<file path="src/rtl/acc_cpu_pkg.sv">
package acc_cpu_pkg;
  localparam int OPC_W = 4;

  localparam logic [OPC_W-1:0] OPC_HLT = 4'd0;
  localparam logic [OPC_W-1:0] OPC_LDA = 4'd1;
  localparam logic [OPC_W-1:0] OPC_ADD = 4'd2;
  localparam logic [OPC_W-1:0] OPC_STO = 4'd3;
  localparam logic [OPC_W-1:0] OPC_JMP = 4'd4;
  localparam logic [OPC_W-1:0] OPC_MPY = 4'd5;

  typedef enum logic [3:0] {
    ST_FADDR, ST_FMEM, ST_FIR, ST_DEC, ST_OMEM,
    ST_OLD, ST_EXEC, ST_STORE, ST_WRITE, ST_HALT
  } state_e;

  typedef enum logic [1:0] {ALU_PASS, ALU_ADD, ALU_MUL} alu_op_e;
endpackage

</file>
<file path="src/rtl/acc_cpu_ram.sv">
module acc_cpu_ram #(
  parameter int DATA_W = 16,
  parameter int MEM_AW = 8
) (
  input  logic              clk,
  input  logic              we,
  input  logic [MEM_AW-1:0] addr,
  input  logic [DATA_W-1:0] wdata,
  output logic [DATA_W-1:0] rdata
);
  localparam int DEPTH = 1 << MEM_AW;

  logic [DATA_W-1:0] mem [DEPTH];

  always_ff @(posedge clk) begin
    if (we) mem[addr] <= wdata;
    rdata <= mem[addr];
  end
endmodule

</file>
<file path="src/rtl/acc_cpu_alu.sv">
module acc_cpu_alu
  import acc_cpu_pkg::*;
#(
  parameter int DATA_W = 16
) (
  input  alu_op_e           op,
  input  logic [DATA_W-1:0] acc,
  input  logic [DATA_W-1:0] opnd,
  output logic [DATA_W-1:0] res
);
  always_comb begin
    case (op)
      ALU_ADD: res = acc + opnd;
      ALU_MUL: res = acc * opnd;
      default: res = opnd;
    endcase
  end
endmodule

</file>
<file path="src/rtl/acc_cpu_ctrl.sv">
module acc_cpu_ctrl
  import acc_cpu_pkg::*;
(
  input  logic             clk,
  input  logic             rst,
  input  logic [OPC_W-1:0] opcode,
  output logic             ld_mar_pc,
  output logic             inc_pc,
  output logic             ld_ir,
  output logic             ld_mar_ir,
  output logic             pc_jump,
  output logic             ld_tmp,
  output logic             ld_acc,
  output logic             wr_req,
  output alu_op_e          alu_op,
  output logic             halted
);
  state_e state, nxt;

  always_ff @(posedge clk) begin
    if (rst) state <= ST_FADDR;
    else     state <= nxt;
  end

  assign halted = (state == ST_HALT);

  always_comb begin
    case (opcode)
      OPC_ADD: alu_op = ALU_ADD;
      OPC_MPY: alu_op = ALU_MUL;
      default: alu_op = ALU_PASS;
    endcase
  end

  always_comb begin
    ld_mar_pc = 1'b0;
    inc_pc    = 1'b0;
    ld_ir     = 1'b0;
    ld_mar_ir = 1'b0;
    pc_jump   = 1'b0;
    ld_tmp    = 1'b0;
    ld_acc    = 1'b0;
    wr_req    = 1'b0;
    nxt       = state;
    case (state)
      ST_FADDR: begin ld_mar_pc = 1'b1; inc_pc = 1'b1; nxt = ST_FMEM; end
      ST_FMEM:  nxt = ST_FIR;
      ST_FIR:   begin ld_ir = 1'b1; nxt = ST_DEC; end
      ST_DEC: begin
        case (opcode)
          OPC_LDA, OPC_ADD, OPC_MPY: begin ld_mar_ir = 1'b1; nxt = ST_OMEM; end
          OPC_STO: begin ld_mar_ir = 1'b1; nxt = ST_STORE; end
          OPC_JMP: begin pc_jump = 1'b1; nxt = ST_FADDR; end
          OPC_HLT: nxt = ST_HALT;
          default: nxt = ST_FADDR;
        endcase
      end
      ST_OMEM:  nxt = ST_OLD;
      ST_OLD:   begin ld_tmp = 1'b1; nxt = ST_EXEC; end
      ST_EXEC:  begin ld_acc = 1'b1; nxt = ST_FADDR; end
      ST_STORE: begin wr_req = 1'b1; nxt = ST_WRITE; end
      ST_WRITE: nxt = ST_FADDR;
      ST_HALT:  nxt = ST_HALT;
      default:  nxt = ST_FADDR;
    endcase
  end
endmodule

</file>
<file path="src/rtl/acc_cpu.sv">
module acc_cpu
  import acc_cpu_pkg::*;
#(
  parameter int DATA_W = 16,
  parameter int MEM_AW = 8
) (
  input  logic                    clk,
  input  logic                    rst,
  input  logic                    load_en,
  input  logic [MEM_AW-1:0]       load_addr,
  input  logic [DATA_W-1:0]       load_data,
  output logic [DATA_W-OPC_W-1:0] bus_addr,
  output logic [DATA_W-1:0]       bus_wdata,
  output logic                    bus_rw_n,
  output logic [DATA_W-OPC_W-1:0] pc_o,
  output logic [DATA_W-1:0]       acc_o,
  output logic                    halted
);
  localparam int ADDR_W = DATA_W - OPC_W;
  localparam logic [ADDR_W-1:0] PC_STEP = 1;

  logic [ADDR_W-1:0] pc, mar;
  logic [DATA_W-1:0] ir, mdr, tmp, acc, ram_q, alu_res;
  logic              rw_n;
  logic              ld_mar_pc, inc_pc, ld_ir, ld_mar_ir, pc_jump;
  logic              ld_tmp, ld_acc, wr_req;
  alu_op_e           alu_op;

  acc_cpu_ctrl u_ctrl (
    .clk(clk), .rst(rst), .opcode(ir[DATA_W-1 -: OPC_W]),
    .ld_mar_pc(ld_mar_pc), .inc_pc(inc_pc), .ld_ir(ld_ir),
    .ld_mar_ir(ld_mar_ir), .pc_jump(pc_jump), .ld_tmp(ld_tmp),
    .ld_acc(ld_acc), .wr_req(wr_req), .alu_op(alu_op), .halted(halted)
  );

  acc_cpu_alu #(.DATA_W(DATA_W)) u_alu (
    .op(alu_op), .acc(acc), .opnd(tmp), .res(alu_res)
  );

  acc_cpu_ram #(.DATA_W(DATA_W), .MEM_AW(MEM_AW)) u_ram (
    .clk(clk),
    .we(load_en | ~rw_n),
    .addr(load_en ? load_addr : mar[MEM_AW-1:0]),
    .wdata(load_en ? load_data : mdr),
    .rdata(ram_q)
  );

  always_ff @(posedge clk) begin
    if (rst) begin
      pc   <= '0;
      ir   <= '0;
      mar  <= '0;
      mdr  <= '0;
      tmp  <= '0;
      acc  <= '0;
      rw_n <= 1'b1;
    end else begin
      if (ld_mar_pc) mar <= pc;
      if (ld_mar_ir) mar <= ir[ADDR_W-1:0];
      if (inc_pc)    pc  <= pc + PC_STEP;
      if (pc_jump)   pc  <= ir[ADDR_W-1:0];
      if (ld_ir) begin
        ir  <= ram_q;
        mdr <= ram_q;
      end
      if (ld_tmp) begin
        tmp <= ram_q;
        mdr <= ram_q;
      end
      if (wr_req) mdr <= acc;
      if (ld_acc) acc <= alu_res;
      rw_n <= ~wr_req;
    end
  end

  assign bus_addr  = mar;
  assign bus_wdata = mdr;
  assign bus_rw_n  = rw_n;
  assign pc_o      = pc;
  assign acc_o     = acc;
endmodule

</file>
<file path="config.mk">
export PLATFORM = sky130hd
export DESIGN_NAME = acc_cpu
export DESIGN_NICKNAME = d
export VERILOG_FILES = /design/src/rtl/acc_cpu_pkg.sv /design/src/rtl/acc_cpu_ram.sv /design/src/rtl/acc_cpu_alu.sv /design/src/rtl/acc_cpu_ctrl.sv /design/src/rtl/acc_cpu.sv
export SDC_FILE = /design/constraint.sdc
export NUM_CORES = 2
export LEC_CHECK = 0
export BUFFER_PORTS_ARGS = -buffer_cell sky130_fd_sc_hd__buf_2
export CAP_MARGIN = 10
export CORE_MARGIN = 2
export CORE_UTILIZATION = 60
export DETAILED_ROUTE_END_ITERATION = 12
export GPL_ROUTABILITY_DRIVEN = 0
export HOLD_SLACK_MARGIN = 0.1
export PLACE_DENSITY = 0.79
export RECOVER_POWER = 50
export SKIP_LAST_GASP = 1
export SLEW_MARGIN = 0
export SYNTH_ARGS = -nofsm -noshare
export SYNTH_HDL_FRONTEND = slang
export SYNTH_SLANG_ARGS = --single-unit
export TNS_END_PERCENT = 20
</file>
<file path="constraint.sdc">
create_clock -name clk -period 15.3 [get_ports clk]
set_input_delay 3.06 -clock clk [delete_from_list [all_inputs] [get_ports clk]]
set_output_delay 3.06 -clock clk [all_outputs]
set_load 0.1 [all_outputs]
</file>
==> metrics.md <==
| Metric | Value |
|---|---|
| Status | finished with violations |
| Failing checks | capacitance limit, slew limit |
| Final worst path period share | between 70% and 80% |
| Syn_nets | 8015 |
| Die height | between 500 and 600 um |
| Clock Root Buffer | clkbuf_16 |
| Leading cell types by count after synthesis | edfxtp_1, mux4_2, a22oi_1, nor2_1, a21oi_1 |
| Starting density of the core | between 60 and 70% |
| Net Sw Power | 5.686 mW |
| Post-synth ARST share | 0% |
| EDFF count, synth | around 4100 |
| Die area | 278400 um2 |
| Final Max Slew Viols | 3300 |
| Later-pin clock latency in the skew report | 0.96 ns |
| Total track usage | 33.38% |
| Worst Setup End Kind | register |
| Share of layout cells above drive strength 1 | 23.40% |
| Syn Area/Cell | 20.99 um2 |
| Crit Path Max Fanout | 100 |
| Clock Tree Buf Depth | 4 |
| Yosys cell types | 62 |
| Row count | 192 |
| Pre-CTS setup slack | 5.972 ns |
| Crit start category | input pin |
| Final hold vios | 0 |
| DRT Pass-1 Iters | 8 |
| Initial antenna violation count | 42 |
| Post-Syn Instances | between 7000 and 8000 |
| Drt wl/cell | 38.12 um |
| Worst slew margin | -324.4% |
| Met3 Use GR | about a tenth |
| Final Util | between 60% and 70% |
| WS Path Type | input pin to register |
| Synth top area share | 74.76% |
| Port Buffers | 84 |
| Cts bufs inserted | 402 |
| CTS sink cnt | 4205 |
| RSZ-0062 raised after global routing | no |
| Clock skew | 0.1165 ns |
| Worst Setup Slack, final | 3.518 ns |
| Sequential fraction of design power | 52.6% |
| Net Sw Frac | 22.95% |
| 1st-iter DRT viols | 16367 |
| Grt met2 use | 50.29% |
| Hold WC Path Type | register to register |
| GR Util met1 | 43.71% |
| Clk pwr share | 39.7% |
| Worst-path clk slew | 0.06 ns |
| Primary FF master, synth | edfxtp_1 |
| H-tree depth | 5 |
| Crit. Startpoint | load_en |
| Seq/Total Area, Yosys | 76.08% |
| YS warnings | 0 |
| Worst-margin pin slew | 6.365 ns |
| Synth top area cells | edfxtp_1, mux4_2, a22oi_1, dfxtp_1, fa_1 |
| Gr busiest metal | met2 |
| CP required | approximately 16 ns |
| DRC viols | 0 |
| Worst Min Path Start | ir[6] |
| Syn-to-layout area delta | 11.29% |
| Internal power | 19.09 mW |
| Maximum clock rate | around 85 MHz |
| First-pass GRT wire length | about 660 mm |
| Global route overflow | 0 |
| Final min period | 11.78 ns |
| Cells after DPL | approximately 11000 |
| CTS resizes | 0 |
| CTS tree | done |
| Vias | ~89000 |
| Top-count cell post-synth | edfxtp_1 |
| Syn Std Cell Area | approximately 160000 um2 |
| Post-DP HPWL | approximately 250 mm |
| Power per cell area | 135.3 nW/um2 |
| Synthesis-stage register bit count | 4205 |
| Vias/cell | 7.319 |
| Die width | roughly 530 um |
| Nets | 8440 |
| R2r startpoint | bus_wdata[3] |
| Routed Wire Length | 464.7 mm |
| CP Data Arrival Time | 12.31 ns |
| Comb pwr share | 7.7% |
| Post-synth top area cell | edfxtp_1 |
| I/O pins | 85 |
| Worst VDD drop | between 0.1 and 0.15 mV |
| Max-cap violations | 43 |
| Final ANT Viol Nets | 0 |
| Number of global-route vias before repair | 87650 |
| Pleak | 57.26 nW |
| Setup bufs post-CTS | 0 |
| Core area | 273100 um2 |
| Setup_tns | 0 ns |
| Largest net degree at the start of global routing | 146 |
| Final cell count without fillers | 12192 |
| CTS Hold Buffers Added | 0 |
| Number of setup violations in the final report | 0 |
==> cell type report <==
class | count | area (um2)
Clock buffer | 493 | 10550
Inverter | 128 | 480.5
Clock inverter | 231 | 2261
Antenna cell | 19 | 47.55
Sequential cell | 4205 | 125200
Tap cell | 3589 | 4491
Fill cell | 15900 | 90040
Multi-Input combinational cell | 3034 | 36740
Timing Repair Buffer | 493 | 3366
==> state kept, by name (all words and copies together), names as in the netlist <==
signal / flops
bus_wdata: 16
u_ctrl.state: 4
bus_rw_n: 1
ir: 16
u_ram.mem: 4096
acc_o: 16
u_ram.rdata: 16
tmp: 16
pc_o: 12
bus_addr: 12
==> cells by family after synthesis <==
group	Yosys count	share of synthesized area (%)
multiplexers	1060	14.25
adder cells (fa/ha/maj)	149	1.498
buffers and inverters	600	1.728
AND/OR/NAND/NOR	778	2.101
AO/OA/AOI/OAI	998	4.071
flip-flops	4205	76.08
XOR/XNOR	49	0.2692
==> power groups by stage <==
stage               clock [mW]  combinational [mW]  sequential, mW
floorplan                    0                1.20            13.2
global placement             0                1.80            13.2
detailed placement           0                1.86            13.2
CTS                       9.83                1.90            13.0
global route              10.2                1.98            13.0
finish                    9.83                1.91            13.0
==> worst max-delay path, cell delays in order <==
cell and delay, ns:
buf_2 0.07, clkbuf_1 1.93, mux2_1 2.61, clkbuf_1 2.90, buf_4 1.15
==> cells in the final DEF (no fill, tap or decap), drive strengths merged, types with 18 or more instances in the layout <==
master	instances
a211oi	24
a21oi	313
a221oi	21
a22oi	495
and2	65
buf	380
bufinv	35
clkbuf	606
clkinv	167
clkinvlp	19
dfxtp	109
diode	19
edfxtp	4096
fa	80
ha	69
inv	138
mux2	18
mux2i	18
mux4	1024
nand2	236
nand2b	22
nor2	325
nor3	20
nor4	41
o21ai	51
xnor2	37
==> per-layer routing <==
metal / part of all wire, % / up-vias
li1: - / 33480
met1: 32 / 45750
met2: 46 / 8424
met3: 15 / 1547
met4: 6.8 / 34
met5: 0.043 / -
==> metrics by stage <==
stage                     hold WS (ns)  area, um2  power [mW]
after floorplan                 0.4447     164500       14.45
after global placement          0.4612     170800       15.00
after detailed placement        0.4660     170800       15.06
after CTS                       0.4759     183600       24.69
after global routing            0.5029     183100       25.22
final                           0.4809     183100       24.77
==> final timing paths <==
path	end	slack, ns	cells after the start
worst min-delay path	ir[6]	0.48	2
worst max register to register	u_ram.mem[195][3]	7.54	3
worst max-delay path	u_ram.mem[195][3]	3.52	5
worst min register to register	ir[6]	0.48	2
Power figures use the tool's default switching activity.
